[src/rtl/hsw_pkg.sv]
package hsw_pkg;
  typedef enum logic [2:0] {
    ST_IDLE    = 3'd0,
    ST_ARMED   = 3'd1,
    ST_POWERED = 3'd2,
    ST_VALID   = 3'd3,
    ST_SHUT    = 3'd4
  } hsw_state_t;
endpackage

[src/rtl/hsw_debounce.sv]
// Qualifies insertion: both contacts low for DEB_TICKS prescaled ticks.
module hsw_debounce #(
  parameter int PRESCALE  = 50000,
  parameter int DEB_TICKS = 300
) (
  input  logic clk,
  input  logic rst_n,
  input  logic clear,
  input  logic pin_a_n,
  input  logic pin_b_n,
  output logic seated
);
  localparam int PW = $clog2(PRESCALE + 1);
  localparam int TW = $clog2(DEB_TICKS + 1);
  localparam logic [PW-1:0] P_LAST = PW'(PRESCALE - 1);
  localparam logic [TW-1:0] T_FULL = TW'(DEB_TICKS);

  logic [PW-1:0] pre_cnt;
  logic [TW-1:0] tick_cnt;
  logic          both_low;

  assign both_low = !pin_a_n && !pin_b_n;

  always_ff @(posedge clk or negedge rst_n) begin
    if (!rst_n) begin
      pre_cnt  <= '0;
      tick_cnt <= '0;
    end else if (clear || !both_low) begin
      pre_cnt  <= '0;
      tick_cnt <= '0;
    end else if (tick_cnt != T_FULL) begin
      if (pre_cnt == P_LAST) begin
        pre_cnt  <= '0;
        tick_cnt <= tick_cnt + 1'b1;
      end else begin
        pre_cnt <= pre_cnt + 1'b1;
      end
    end
  end

  assign seated = (tick_cnt == T_FULL);
endmodule

[src/rtl/hsw_supply_qual.sv]
// Combines a 5 V / 3.3 V flag pair according to the rail selection.
module hsw_supply_qual (
  input  logic rail5_ok,
  input  logic rail3_ok,
  input  logic only_3v3,
  output logic good
);
  assign good = rail3_ok && (only_3v3 || rail5_ok);
endmodule

[src/rtl/hsw_shutdown_timer.sv]
// Counts cycles spent in shutdown; gives the signals-valid hold and the exit.
module hsw_shutdown_timer #(
  parameter int SV_CYC = 250,
  parameter int DE_CYC = 1000
) (
  input  logic clk,
  input  logic rst_n,
  input  logic active,
  output logic sv_hold,
  output logic done
);
  localparam int CW = $clog2(DE_CYC + 1);
  localparam logic [CW-1:0] SV_LIM  = CW'(SV_CYC);
  localparam logic [CW-1:0] DE_LAST = CW'(DE_CYC - 1);

  logic [CW-1:0] cnt;

  always_ff @(posedge clk or negedge rst_n) begin
    if (!rst_n)      cnt <= '0;
    else if (active) cnt <= cnt + 1'b1;
    else             cnt <= '0;
  end

  assign sv_hold = active && (cnt < SV_LIM);
  assign done    = active && (cnt == DE_LAST);
endmodule

[src/rtl/hotswap_seq.sv]
module hotswap_seq #(
  parameter int PRESCALE  = 50000,
  parameter int DEB_TICKS = 300,
  parameter int SV_CYC    = 250,
  parameter int DE_CYC    = 1000
) (
  input  logic clk,
  input  logic rst_n,
  input  logic present_a_n,
  input  logic present_b_n,
  input  logic host_pwr_en,
  input  logic sel_3v3_only,
  input  logic host5_ok,
  input  logic host3_ok,
  input  logic card5_ok,
  input  logic card3_ok,
  input  logic resets_released,
  output logic gate5_en,
  output logic gate3_en,
  output logic drive_en_n,
  output logic sig_valid_n
);
  import hsw_pkg::*;

  hsw_state_t state, state_nx;
  logic seated, host_good, card_good, shut_sv_hold, shut_done;
  logic removed, fault, card_ready, gates_on, was_valid;

  hsw_debounce #(.PRESCALE(PRESCALE), .DEB_TICKS(DEB_TICKS)) u_deb (
    .clk(clk), .rst_n(rst_n), .clear(state == ST_SHUT),
    .pin_a_n(present_a_n), .pin_b_n(present_b_n), .seated(seated)
  );

  hsw_supply_qual u_host_q (
    .rail5_ok(host5_ok), .rail3_ok(host3_ok),
    .only_3v3(sel_3v3_only), .good(host_good)
  );

  hsw_supply_qual u_card_q (
    .rail5_ok(card5_ok), .rail3_ok(card3_ok),
    .only_3v3(sel_3v3_only), .good(card_good)
  );

  hsw_shutdown_timer #(.SV_CYC(SV_CYC), .DE_CYC(DE_CYC)) u_shut (
    .clk(clk), .rst_n(rst_n), .active(state == ST_SHUT),
    .sv_hold(shut_sv_hold), .done(shut_done)
  );

  assign removed    = present_a_n || present_b_n;
  assign fault      = removed || !host_pwr_en || !host_good;
  assign card_ready = card_good && resets_released;

  always_comb begin
    state_nx = state;
    unique case (state)
      ST_IDLE:    if (seated) state_nx = ST_ARMED;
      ST_ARMED:   if (removed) state_nx = ST_IDLE;
                  else if (host_pwr_en && host_good) state_nx = ST_POWERED;
      ST_POWERED: if (fault) state_nx = ST_SHUT;
                  else if (card_ready) state_nx = ST_VALID;
      ST_VALID:   if (fault) state_nx = ST_SHUT;
                  else if (!card_ready) state_nx = ST_POWERED;
      ST_SHUT:    if (shut_done) state_nx = ST_IDLE;
      default:    state_nx = ST_IDLE;
    endcase
  end

  always_ff @(posedge clk or negedge rst_n) begin
    if (!rst_n) begin
      state     <= ST_IDLE;
      was_valid <= 1'b0;
    end else begin
      state <= state_nx;
      if (state == ST_VALID)     was_valid <= 1'b1;
      else if (state != ST_SHUT) was_valid <= 1'b0;
    end
  end

  assign gates_on    = (state == ST_POWERED) || (state == ST_VALID);
  assign gate5_en    = gates_on;
  assign gate3_en    = gates_on;
  assign drive_en_n  = !(gates_on || state == ST_SHUT);
  assign sig_valid_n = !((state == ST_VALID) ||
                         (state == ST_SHUT && was_valid && shut_sv_hold));
endmodule

[config.mk]
export PLATFORM = sky130hd
export DESIGN_NAME = hotswap_seq
export DESIGN_NICKNAME = d
export VERILOG_FILES = /design/src/rtl/hsw_pkg.sv /design/src/rtl/hsw_debounce.sv /design/src/rtl/hsw_supply_qual.sv /design/src/rtl/hsw_shutdown_timer.sv /design/src/rtl/hotswap_seq.sv
export SDC_FILE = /design/constraint.sdc
export NUM_CORES = 1
export LEC_CHECK = 0
export ABC_AREA = 1
export ABC_CLOCK_PERIOD_IN_PS = 3700
export BUFFER_PORTS_ARGS = -buffer_cell sky130_fd_sc_hd__buf_2
export CORE_MARGIN = 8
export CORE_UTILIZATION = 25
export DETAILED_ROUTE_END_ITERATION = 10
export HOLD_SLACK_MARGIN = 0.15
export PLACE_DENSITY = 0.51
export SLEW_MARGIN = 20
export SYNTH_ARGS = -nofsm -noshare
export SYNTH_HDL_FRONTEND = slang
export SYNTH_SLANG_ARGS = --single-unit
[constraint.sdc]
create_clock -name clk -period 3.7 [get_ports clk]
set_input_delay 0.74 -clock clk [delete_from_list [all_inputs] [get_ports clk]]
set_output_delay 0.74 -clock clk [all_outputs]
set_load 0.01 [all_outputs]
# Word level (Yosys, flattened, before mapping)
# Cells that the tools add are included.
dict set report totals {
  regBits 39
  input_bits 11
  out_inout_bits 4
}
dict set report op_classes {
  n_addsub 3
  magnitude_cmp 1
  n_eq_ne 14
  muxes 18
  reduce_logical 31
}
# operator count
set op_table {}
lappend op_table {{16-bit two-way mux} 3}
lappend op_table {{9-bit two-way mux} 3}
lappend op_table {{3-bit two-way mux} 8}
lappend op_table {{16-bit by 1-bit adder with 16-bit output (second input constant)} 1}
lappend op_table {{16-bit equality test (second input constant)} 1}
lappend op_table {{3-bit one-hot mux with 5 select lines} 1}
lappend op_table {{3-bit != test (second input constant)} 4}
lappend op_table {{10-bit by 1-bit adder with 10-bit output (second input constant)} 1}
lappend op_table {{10-bit equality test (second input constant)} 1}
lappend op_table {{10-bit by 8-bit less-than comparator with 1-bit output (second input constant)} 1}
lappend op_table {{10-bit two-way mux} 1}
lappend op_table {{9-bit by 1-bit adder with 9-bit output (second input constant)} 1}
lappend op_table {{9-bit equality test (second input constant)} 1}
lappend op_table {{1-bit logical AND} 9}
lappend op_table {{1-bit logical OR} 9}
lappend op_table {{9-bit != test (second input constant)} 1}
lappend op_table {{1-bit zero test} 7}
lappend op_table {{3-bit by 2-bit equality test with 1-bit output (second input constant)} 2}
lappend op_table {{2-bit nonzero test} 3}
lappend op_table {{5-bit AND reduction} 1}
lappend op_table {{2-bit != test (second input constant)} 2}
lappend op_table {{3-bit by 1-bit equality test with 1-bit output (second input constant)} 1}
lappend op_table {{3-bit equality test (second input constant)} 1}
lappend op_table {{3-bit zero test} 1}
lappend op_table {{other kinds (2)} 3}

# Logic depth before layout (Yosys ltp)
# Gate-level depths: netlist of the first run.
dict set report depth {
  ltp_word 6
  depth_mapped 12
}

# Cells and area by module
# Synthesis of the first run repeated with hierarchy kept, for this count alone.
dict set report hier_totals {
  hier_cells 358
  area_unflattened_um2 2523.7
}
# mod instances cells_per_inst area_each_um2 seq_area_each_um2
set by_module_without_submodules {}
lappend by_module_without_submodules {hsw_debounce 1 236 1659.1 625.6}
lappend by_module_without_submodules {hsw_shutdown_timer 1 67 526.8 250.2}
lappend by_module_without_submodules {hotswap_seq 1 49 315.3 100.1}
lappend by_module_without_submodules {hsw_supply_qual 2 3 11.3 0.0}

# Worst setup path after synthesis of the first run
# OpenSTA, ideal clock, no wires.
dict set report synth_timing {
  path_type {register to output}
  from {reg state[0]}
  to {out sig_valid_n}
  arrival_time_ns 1.160
  slack_ns 1.800
  stages_incl_launch_ff 7
  path_buffers 0
  path_cell_list {dfrtp_1 > nor2_1 > nand2_1 > inv_1 > nand4_1 > o21ai_0 > inv_1}
}
dict set report synth_via {
  elab_chain_cells 5
}
# item line_no
set synth_rtl {}
lappend synth_rtl {{start: declaration} hotswap_seq.sv:25} ;# hsw_state_t state, state_nx;
lappend synth_rtl {{start signal: assignment} hotswap_seq.sv:73} ;# state <= state_nx;
lappend synth_rtl {{3-bit equality test} {hotswap_seq.sv:45, hotswap_seq.sv:84}}
lappend synth_rtl {{1-bit logical AND, on equally long branches} {hotswap_seq.sv:84, hsw_shutdown_timer.sv:24}}
lappend synth_rtl {{1-bit logical AND} hotswap_seq.sv:84} ;# (state == ST_SHUT && was_valid && shut_sv_hold));
lappend synth_rtl {{1-bit logical OR (*)} hotswap_seq.sv:83} ;# assign sig_valid_n = !((state == ST_VALID) ||
lappend synth_rtl {{1-bit zero test (*)} hotswap_seq.sv:83}
lappend synth_rtl {{end: declaration} hotswap_seq.sv:21} ;# output logic sig_valid_n
# Mark *: on every way between the ends. The rest lies on a longest branch, timed or not.

# Worst setup path in the final report of the first run
# Ends and elaborated chain as after synthesis.

==> results of run 1 <==
==> through the flow <==
stage	cells	instance area, sq um	hold slack (ps)	power [mW]	worst slack [ps]
global placement	482	2599	446.2	0.6145	1314
detailed placement	482	2599	453.7	0.6139	1293
global route	490	2680	469.6	0.9411	955.3
finish	490	2680	460.1	0.8882	1114
floorplan	344	2401	432.9	0.5715	1800
CTS	490	2680	464.3	0.9037	1099
==> cell type report <==
type | count | area, sq um | area share (%)
repair buffers | 14 | 70.07 | 2.614
flip-flops and latches | 39 | 975.9 | 36.41
multi-input cells | 254 | 1219 | 45.47
clock inverters | 1 | 5.005 | 0.1867
well taps | 129 | 161.4 | 6.022
inverters | 46 | 172.7 | 6.443
clock buffers | 7 | 76.32 | 2.848
==> logic make-up (layout without fill, tap and decap cells) <==
group | count (synthesis) | after routing
compound gates | 32 | 32
xor+xnor | 8 | 8
fa+ha+maj | 4 | 4
buf+inv | 51 | 68
flops | 39 | 39
simple gates | 210 | 210
==> power by group through the flow <==
stage / Sequential (mW) / Combinational (mW) / Clock (mW)
6_report: 0.462 / 0.142 / 0.284
5_1_grt: 0.465 / 0.165 / 0.311
3_5_place_dp: 0.470 / 0.144 / 0
4_1_cts: 0.461 / 0.145 / 0.297
2_1_floorplan: 0.460 / 0.111 / 0
3_3_place_gp: 0.470 / 0.144 / 0
==> cells in the mapped netlist (all sizes together) <==
| library cell | n |
|---|---|
| nand2 | 96 |
| nor2 | 57 |
| inv | 45 |
| dfrtp | 39 |
| nand3 | 25 |
| o21ai | 17 |
| nor3 | 16 |
| nand4 | 12 |
| a21oi | 11 |
| xor2 | 8 |
| buf | 4 |
| ha | 4 |
| a21o | 1 |
| a31oi | 1 |
| clkbuf | 1 |
| clkinv | 1 |
| nand3b | 1 |
| nor3b | 1 |
| nor4 | 1 |
| o21bai | 1 |
| o31ai | 1 |
| or2 | 1 |
==> registers in the layout (all words and copies together) (netlist names) <==
signal	cells
u_deb.pre_cnt	16
u_shut.cnt	10
u_deb.tick_cnt	9
state	3
was_valid	1
==> path summary, 6_finish.rpt <==
path                                          from                       endpoint  cells past startpoint
max                           state[0]$_DFFE_PN0P_                    sig_valid_n                      7
max reg2reg                   state[0]$_DFFE_PN0P_  u_deb.pre_cnt[10]$_DFFE_PN0P_                      5
max in group asynchronous                    rst_n   u_deb.pre_cnt[0]$_DFFE_PN0P_                      1
min                        u_shut.cnt[0]$_DFF_PN0_        u_shut.cnt[0]$_DFF_PN0_                      1
min reg2reg                u_shut.cnt[0]$_DFF_PN0_        u_shut.cnt[0]$_DFF_PN0_                      1
min in group asynchronous                    rst_n        u_shut.cnt[9]$_DFF_PN0_                      1
==> layer usage <==
metal	routed length, um	global-route usage [%]	share of wire [%]	up-vias
li1	-	-	-	1127
met1	2709	11.69	52	951
met2	2332	13.29	45	30
met3	160	2.007	3.1	2
met4	22	1.597	0.42	0
met5	0	0	0	-
==> metrics, run 1 <==
outcome complete, no violations; Least-Margin Pin Slew between 800 and 900 ps; std cell rows 35; leakage 1.211 nW; crit start category flop; Post-Syn Instances 344; Starting Density roughly a quarter; CP Data Required Time ~3000 ps; Fillers between 1000 and 1500; max incr delay on CP 420 ps; commonest non-fill, non-tap cell in the layout nand2_1; first-pass GRT wire length a little over 9000 um; post-layout util 28.87%; Final Hold Viols 0; CP Cell Sequence nor2_1, nand2_1, inv_1, nand4_1, o21ai_0, inv_1, buf_2; vias in the first global route 2025; main combinational cell family by area after synthesis simple AND/OR/NAND/NOR gates; crit end category primary output; synthesis warning total 0; Die Ht between 100 and 150 um; crit path max fanout 9; proportion of layout cells with a drive suffix above 1 around 8.9%; Bufs and invs on worst path 3; Power Density approximately 330 mW/mm^2; post-detailed-placement half-perimeter wirelength approximately 3900 um; sequential power share a little over half; Synth Area in XOR/XNOR between 2 and 3%; # DRC 0; post-synthesis mux area share 0%; clk sinks 39; postcts setup bufs 0; min Tclk post-route between 2000 and 3000 ps; Core ar. slightly above 0.009 sq mm; die area ~0.013 sq mm; Routed Antenna Nets 0; htree depth 2; critical path class reg -> out; Clk pwr share about a third; # nets final approximately 380; IO Count 15; max frequency about 390 MHz; Post-Synth Adder-Cell Area approximately 2.1%; Net Switching between 200 and 300 uW; max_slew headroom 40.30%; clk slew on worst S/H paths 80 ps; RSZ-0062 raised after global routing false; ratio of final minimum period to clock period between 60% and 70%; DR pass1 iterations 4; most frequent cells in the layout 91 x nand2_1, 55 x nor2_1, 44 x inv_1, 39 x dfrtp_1, 25 x nand3_1; Max Slew Vio Count 0; Mean Syn Cell Area 6.980 sq um; CP max stage cell dfrtp_1; R2R Setup Slk around 1800 ps; post-detailed-routing wire length 5224 um; clk root buf clkbuf_8; Syn Nets 359; ranking of synthesized cells by area dfrtp_1 41%, nand2_1 14%, nor2_1 8.6%; Synth top area share slightly above 40%; Crit path top cell by count inv_1; Sw Share a little under a third; Initial DRC Count 124; PortBufs 14; post-cts resize count 0; Bufs on Longest Clock Path 2; Pint around 600 uW; MaxCap Viol Count 0; CTS Buf Count 5; setup_tns 0 ps; Synth area leader dfrtp_1; Synth Area in Compound Gates under 10%; post-synthesis sequential area ratio roughly two fifths; Routed wire per std cell 10.66 um; VDD IR max 0.0001895 V; Setup-failing EPs final 0; GP Congestion roughly 0.85; CTS tree done; ANT cells 0; Worst-Skew Late Latency 290 ps; Cell Area, Synth about 0.0024 sq mm; GR Util All Layers 8.515%; quantity of hold-fixing buffers added after cts 0; Syn-to-layout area delta 11.62%; Vias between 2000 and 2500; largest net degree at the start of global routing 40; clock skew roughly 8.5 ps; delay-heaviest family, CP simple AND/OR/NAND/NOR gates; DIE WIDTH between 100 and 150 um; vias per std cell 4.306; crit path DAT ~1900 ps; Logic pwr share between 10% and 20%; fraction of the mapped netlist area in simple logic gates a little under two fifths; initial antenna violation count 0; Yosys reg bits 39; Worst Hold Class reg -> reg; Congestion Overflow GR 0; Yosys cell types 31
No activity file was read; power rests on OpenSTA's default activity.
==> run 2, diff against run 1 <==
--- a/config.mk
+++ b/config.mk
@@ -5,8 +5,8 @@
 export SDC_FILE = /design/constraint.sdc
 export NUM_CORES = 1
 export LEC_CHECK = 0
-export ABC_AREA = 1
-export ABC_CLOCK_PERIOD_IN_PS = 3700
+export ABC_AREA = 0
+export ABC_CLOCK_PERIOD_IN_PS = 2400
 export BUFFER_PORTS_ARGS = -buffer_cell sky130_fd_sc_hd__buf_2
 export CORE_MARGIN = 8
 export CORE_UTILIZATION = 25
==> constraint.sdc (replaced) <==
create_clock -name clk -period 2.4 [get_ports clk]
set_input_delay 0.48 -clock clk [delete_from_list [all_inputs] [get_ports clk]]
set_output_delay 0.48 -clock clk [all_outputs]
set_load 0.01 [all_outputs]
==> run 2 against run 1 <==
Against the previous run:
- first-iteration DRC count decreased by 3.2%
- die area decreased by 9.4%
- synthesized cell count decreased by 34%
- largest cell class unchanged
- cell count decreased by 28%
- highest routed layer unchanged
- synthesized area decreased by 11%
==> metrics, run 2 <==
postcts setup bufs 0 (unchanged); Primary FF master, synth dfrtp_1; setup_tns 0 ps (unchanged); Core ar. 0.008258 sq mm (-11%); Power Density 576.4 mW/mm^2 (+74%); top post-synthesis cells by count 39 x dfrtp_1, 27 x nor2_1, 15 x nand2_1, 14 x nand3_1, 12 x xor2_1; # nets final 260 (-31%); largest register by flop count u_deb.pre_cnt; Inst Count DP 343 (-29%); post-synthesis sequential area ratio 45.64% (+5.0 points); Worst Hold Class in -> async; std cell rows 33 (-5.7%); ratio of final minimum period to clock period around 97%; Max Slew Vio Count 0 (unchanged); largest net degree at the start of global routing 40 (unchanged); CP Data Required Time 1920 ps (-1040 ps); max incr delay on CP 440 ps (+20 ps); Die Ht 108.5 um (-4.8%); critical path class reg -> out; leakage 0.9906 nW (-18%); min Tclk post-route approximately 2300 ps; post-detailed-placement half-perimeter wirelength 3222 um (-17%); most frequent cells in the layout 39 x dfrtp_1, 27 x nor2_1, 15 x nand2_1, 14 x nand3_1, 14 x buf_2; Starting Density 25.89% (+0.031 points); MaxCap Viol Count 0 (unchanged); Congestion Overflow GR 0 (unchanged); Register Area 975.9 sq um (unchanged); crit start category flop; clock skew 9.329 ps (+0.7826 ps); max frequency ~430 MHz; # DRC 0 (unchanged); initial antenna violation count 0 (unchanged); Post-Syn Instances 228 (-34%); Bufs on Longest Clock Path 2 (unchanged); Post-Layout Cell Count 351 (-28%); GP Congestion 0.7874 (-7.4%); Multi-input gate area 0.001075 sq mm (-12%); IO Count 15 (unchanged); Fillers 898 (-16%); crit path max fanout 11 (+2); max_slew headroom 43.28% (+3.0 points); vias in the first global route 1739 (-14%); Syn-to-layout area delta 13.69%; outcome complete, no violations; Synth top area share 45.64% (+5.0 points); Synth area leader dfrtp_1; Routed wire per std cell 13.03 um (+22%); post-detailed-routing wire length 4572 um (-12%); GR Util All Layers 8.415% (-0.10 points); Worst-Skew Late Latency 300 ps (about the same); Final Hold Viols 0 (unchanged); ranking of synthesized cells by area dfrtp_1 46%, xor2_1 4.9%, nor2_1 4.7%; VDD IR max 0.0002648 V (+40%); Vias 1724 (-18%); CP max stage cell dfrtp_1; Routed Antenna Nets 0 (unchanged); ANT cells 0 (unchanged); commonest non-fill, non-tap cell in the layout dfrtp_1; DR pass1 iterations 4 (unchanged); Least-Margin Pin Slew 850.9 ps (-44.61 ps); clk slew on worst S/H paths 80 ps (about the same); Post-synth EDFFs 0 (unchanged); Mean Syn Cell Area 9.379 sq um (+34%); most numerous cell in the Yosys netlist dfrtp_1; hold slack final 279.6 ps (-180.5 ps); die area 0.01177 sq mm (-9.4%); htree depth 2 (unchanged); Yosys reg bits 39 (unchanged); CTS tree done; Syn Nets 243 (-32%); asr flop ratio synth 100.0% (unchanged); clk sinks 39 (unchanged); proportion of layout cells with a drive suffix above 1 12.60% (+3.7 points); Yosys cell types 50 (+61%); clk root buf clkbuf_8; Setup-failing EPs final 0 (unchanged); first-pass GRT wire length 8086 um (-13%); biggest registers after layout u_deb.pre_cnt (16), u_shut.cnt (10), u_deb.tick_cnt (9); Initial DRC Count 120 (-3.2%); CP Cell Sequence or3b_1, buf_4, nor4b_2, a22oi_1, buf_2; DIE WIDTH 108.5 um (-4.8%); crit end category primary output; crit path DAT 1840 ps (about the same); synthesis warning total 0 (unchanged); quantity of hold-fixing buffers added after cts 0 (unchanged); Power Total 1.401 mW (+58%); max FFs per register 16 (unchanged); vias per std cell 4.912 (+14%); CTS Buf Count 5 (unchanged); PortBufs 14 (unchanged); Cell Area, Synth 0.002138 sq mm (-11%)
==> run 2: changes by cell type after synthesis, moves of 4 or more <==
| cell | change |
|---|---|
| a21oi_1 | -4 |
| and3_1 | +6 |
| inv_1 | -34 |
| nand2_1 | -76 |
| nand2_2 | -5 |
| nand3_1 | -11 |
| nand4_1 | -5 |
| nor2_1 | -28 |
| nor3_1 | -6 |
| o21ai_0 | -11 |
| o21ai_1 | +7 |
| or3_1 | +5 |
| xor2_1 | +4 |
==> run 2: where the power goes <==
group / internal, mW / leakage (nW) / switching [mW]
logic: 0.0614 / 0.411 / 0.0681
clock network: 0.262 / 0.0505 / 0.247
registers: 0.705 / 0.529 / 0.0577
total: 1.03 / 0.991 / 0.373
==> run 2: timing repair <==
| action | in CTS | in global routing |
|---|---|---|
| endpoints found under the setup margin | 0 | 1 |
| endpoints found under the hold margin | 0 | 0 |
| gates resized for setup | 0 | 1 |
==> run 2: path summary, 6_finish.rpt <==
path                                            endpoint  slack [ps]                         start  cells past startpoint
min reg2reg                      u_shut.cnt[0]$_DFF_PN0_         460       u_shut.cnt[0]$_DFF_PN0_                      1
max in group asynchronous  u_deb.tick_cnt[6]$_DFFE_PN0P_        1570                         rst_n                      1
max                                          sig_valid_n          80          state[0]$_DFFE_PN0P_                      5
max reg2reg                 u_deb.pre_cnt[7]$_DFFE_PN0P_         280  u_deb.pre_cnt[0]$_DFFE_PN0P_                      6
min                                 state[0]$_DFFE_PN0P_         280                         rst_n                      1
min in group clk                 u_shut.cnt[0]$_DFF_PN0_         460       u_shut.cnt[0]$_DFF_PN0_                      1
==> run 2: logic make-up (layout without fill, tap and decap cells) <==
group                      Yosys count  in the layout  synth area share, %
AOI/OAI and AO/OA                   42             42                13.23
muxes                                1              1               0.4681
and+or+nand+nor                    108            108                27.79
DFF                                 39             39                45.64
xor gates and xnor gates            15             15                6.144
buffers and inverters               19             37                4.389
adders and majority gates            4              4                2.341
==> run 2: per-layer routing <==
layer	track usage, %	wire length, um
met3	1.249	76
met5	0	0
met1	10.78	2293
met4	4.692	116
met2	13.30	2086
==> run 2: layout make-up <==
| class | instances | area share (%) |
|---|---|---|
| Sequential cell | 39 | 40.14 |
| Timing Repair Buffer | 19 | 4.426 |
| Multi-Input combinational cell | 170 | 44.21 |
| Tap cell | 105 | 5.404 |
| Inverter | 10 | 1.544 |
| Clock buffer | 7 | 3.963 |
| Clock inverter | 1 | 0.3088 |
==> run 2: stage by stage <==
step	util [%]	setup WS (ps)	instance area [sq um]
after floorplan	-	501.4	2138
after global placement	28.11	334.9	2321
after detailed placement	28.11	291.7	2321
after CTS	29.36	20.78	2425
after global routing	29.44	-25.97	2431
final	29.44	82.55	2431
==> run 2: worst max-delay path, delay by kind of cell (launching register included) <==
kind | cells | cell delay [ps]
DFF | 1 | 440
buffers and inverters | 2 | 350
AOI/OAI and AO/OA | 1 | 100
and+or+nand+nor | 2 | 640
==> run 3, diff against run 2 <==
--- a/config.mk
+++ b/config.mk
@@ -9,10 +9,10 @@
 export ABC_CLOCK_PERIOD_IN_PS = 2400
 export BUFFER_PORTS_ARGS = -buffer_cell sky130_fd_sc_hd__buf_2
 export CORE_MARGIN = 8
-export CORE_UTILIZATION = 25
+export CORE_UTILIZATION = 59
 export DETAILED_ROUTE_END_ITERATION = 10
 export HOLD_SLACK_MARGIN = 0.15
-export PLACE_DENSITY = 0.51
+export PLACE_DENSITY = 0.89
 export SLEW_MARGIN = 20
 export SYNTH_ARGS = -nofsm -noshare
 export SYNTH_HDL_FRONTEND = slang
==> run 3 against run 2 <==
Against the previous run:
- combinational power hardly changed
- critical endpoint unchanged
- cell count is 17% lower
- clock-buffer cell count is 1 lower
- clock power is 7.5% lower
- clock skew is 2.4 ps higher
==> metrics, run 3 (synthesized netlist as in run 2, its figures left out) <==
biggest registers after layout u_deb.pre_cnt (16), u_shut.cnt (10), u_deb.tick_cnt (9); die area 0.005806 sq mm (-51%); leakage 0.9741 nW (-1.7%); Bufs on Longest Clock Path 2 (unchanged); first-pass GRT wire length 7769 um (-3.9%); vias in the first global route 1739 (unchanged); post-route cell area 0.002330 sq mm (-4.2%); RR Endpoint u_deb.pre_cnt[11]$_DFFE_PN0P_; Syn-to-layout area delta 8.952%; IO Count 15 (unchanged); clk sinks 39 (unchanged); min Tclk post-route 2281 ps (-36.08 ps); Routed Antenna Nets 0 (unchanged); Final Hold Viols 0 (unchanged); # DRC 0 (unchanged); number of cells on the critical path 4 (-1); ANT cells 0 (unchanged); Initial DRC Count 166 (+38%); Least-Margin Pin Slew 848.5 ps (-2.331 ps); postcts setup bufs 0 (unchanged); VDD IR max 0.0004324 V (+63%); Setup-failing EPs final 0 (unchanged); largest register by flop count u_deb.pre_cnt; htree depth 2 (unchanged); Worst R2R Path Depth 6 (unchanged); post-detailed-placement half-perimeter wirelength 3131 um (-2.8%); Worst-Skew Late Latency 360 ps (+60 ps); DIE WIDTH 76.20 um (-30%); CTS tree done; critical path class reg -> out; Routed wire per std cell 15.20 um (+17%); most frequent cells in the layout 39 x dfrtp_1, 27 x nor2_1, 15 x nand2_1, 14 x nand3_1, 14 x buf_2; Vias 1793 (+4.0%); largest net degree at the start of global routing 40 (unchanged); Critical R2R Launch u_deb.pre_cnt[0]$_DFFE_PN0P_; outcome complete, no violations; post-detailed-routing wire length 4437 um (-3.0%); Power Density 584.4 mW/mm^2 (+1.4%); RSZ-0062 raised after global routing false; crit path max fanout 12 (+1); CP max stage cell or3b_4; vias per std cell 6.140 (+25%); max incr delay on CP 470 ps (+30 ps); Die Ht 76.20 um (-30%); CP Cell Sequence or3b_4, nor4b_2, a22oi_1, buf_2; MaxCap Viol Count 0 (unchanged); initial antenna violation count 0 (unchanged); max_slew headroom 43.43% (+0.16 points); DR pass1 iterations 4 (unchanged); clk root buf clkbuf_4; Worst Hold Class in -> async; GR Util All Layers 16.28% (+7.9 points); # nets final 258 (-0.77%); clock skew 11.74 ps (+2.409 ps); Starting Density 59.76% (+34 points); crit path DAT 1800 ps (-40 ps); setup_tns 0 ps (unchanged); proportion of layout cells with a drive suffix above 1 12.30% (-0.31 points); Max Slew Vio Count 0 (unchanged); CTS Buf Count 5 (unchanged); placed inst area 0.002235 sq mm (-3.7%); PortBufs 14 (unchanged); CP Data Required Time 1920 ps (about the same); commonest non-fill, non-tap cell in the layout dfrtp_1; Congestion Overflow GR 0 (unchanged); crit end category primary output; max FFs per register 16 (unchanged); CP endpoint sig_valid_n; clk slew on worst S/H paths 120 ps (+40 ps); ratio of final minimum period to clock period 95.06% (-1.5 points); Bufs and invs on worst path 1 (-1); GP Congestion 0.8955 (+14%); max frequency 438.3 MHz (+1.6%); std cell rows 22 (-33%); Crit. Startpoint state[0]$_DFFE_PN0P_; Core ar. 0.003578 sq mm (-57%); R2R Setup Slk 230 ps (-50 ps); crit start category flop; delay-heaviest family, CP simple AND/OR/NAND/NOR gates; post-layout util 65.10% (+36 points)
## run 3: timing repair
item | 4_1_cts | 5_1_grt
setup endpoints to repair | 1 | 1
hold buffers | 0 | 0
resized for setup | 1 | 1
## run 3: how the worst min path moves through the flow
stage                                       start                      end  slack (ps)  cells past startpoint
final                                       rst_n  u_shut.cnt[8]$_DFF_PN0_         210                      1
after floorplan                             rst_n     state[0]$_DFFE_PN0P_         180                      0
after global routing                        rst_n  u_shut.cnt[5]$_DFF_PN0_         270                      1
after global placement    u_shut.cnt[0]$_DFF_PN0_  u_shut.cnt[0]$_DFF_PN0_         450                      1
after CTS                                   rst_n     state[0]$_DFFE_PN0P_         230                      1
after detailed placement  u_shut.cnt[0]$_DFF_PN0_  u_shut.cnt[0]$_DFF_PN0_         460                      1
## run 3: layout make-up
cell class / count / area (sq um)
Fill cell: 296 / 1249
Multi-Input combinational cell: 170 / 1077
Sequential cell: 39 / 975.9
Timing Repair Buffer: 17 / 92.59
Tap cell: 48 / 60.06
Clock buffer: 6 / 51.30
Inverter: 10 / 37.54
Clock inverter: 2 / 35.03
## run 3: layer usage
| metal | global-route usage, % | part of all wire, % | vias to the layer above |
|---|---|---|---|
| met5 | 0 | 0 | - |
| met4 | 9.808 | 3.3 | 0 |
| met3 | 5.307 | 5.1 | 13 |
| li1 | - | - | 864 |
| met1 | 19.22 | 44 | 862 |
| met2 | 25.19 | 47 | 54 |
## run 3: through the flow
step | std cells | hold slack [ps] | setup WS (ps) | power [mW]
2_1_floorplan | 228 | 184.4 | 501.4 | 0.8532
3_3_place_gp | 284 | 452.5 | 341.0 | 0.8970
3_5_place_dp | 284 | 457.1 | 272.6 | 0.9006
4_1_cts | 292 | 230.8 | 62.51 | 1.369
5_1_grt | 292 | 271.7 | 18.44 | 1.427
6_report | 292 | 205.8 | 118.6 | 1.361
## run 3: power by group
group,internal [mW],switching (mW),leakage (nW)
clock network,0.246,0.225,0.0482
registers,0.705,0.0563,0.529
logic,0.0600,0.0689,0.397
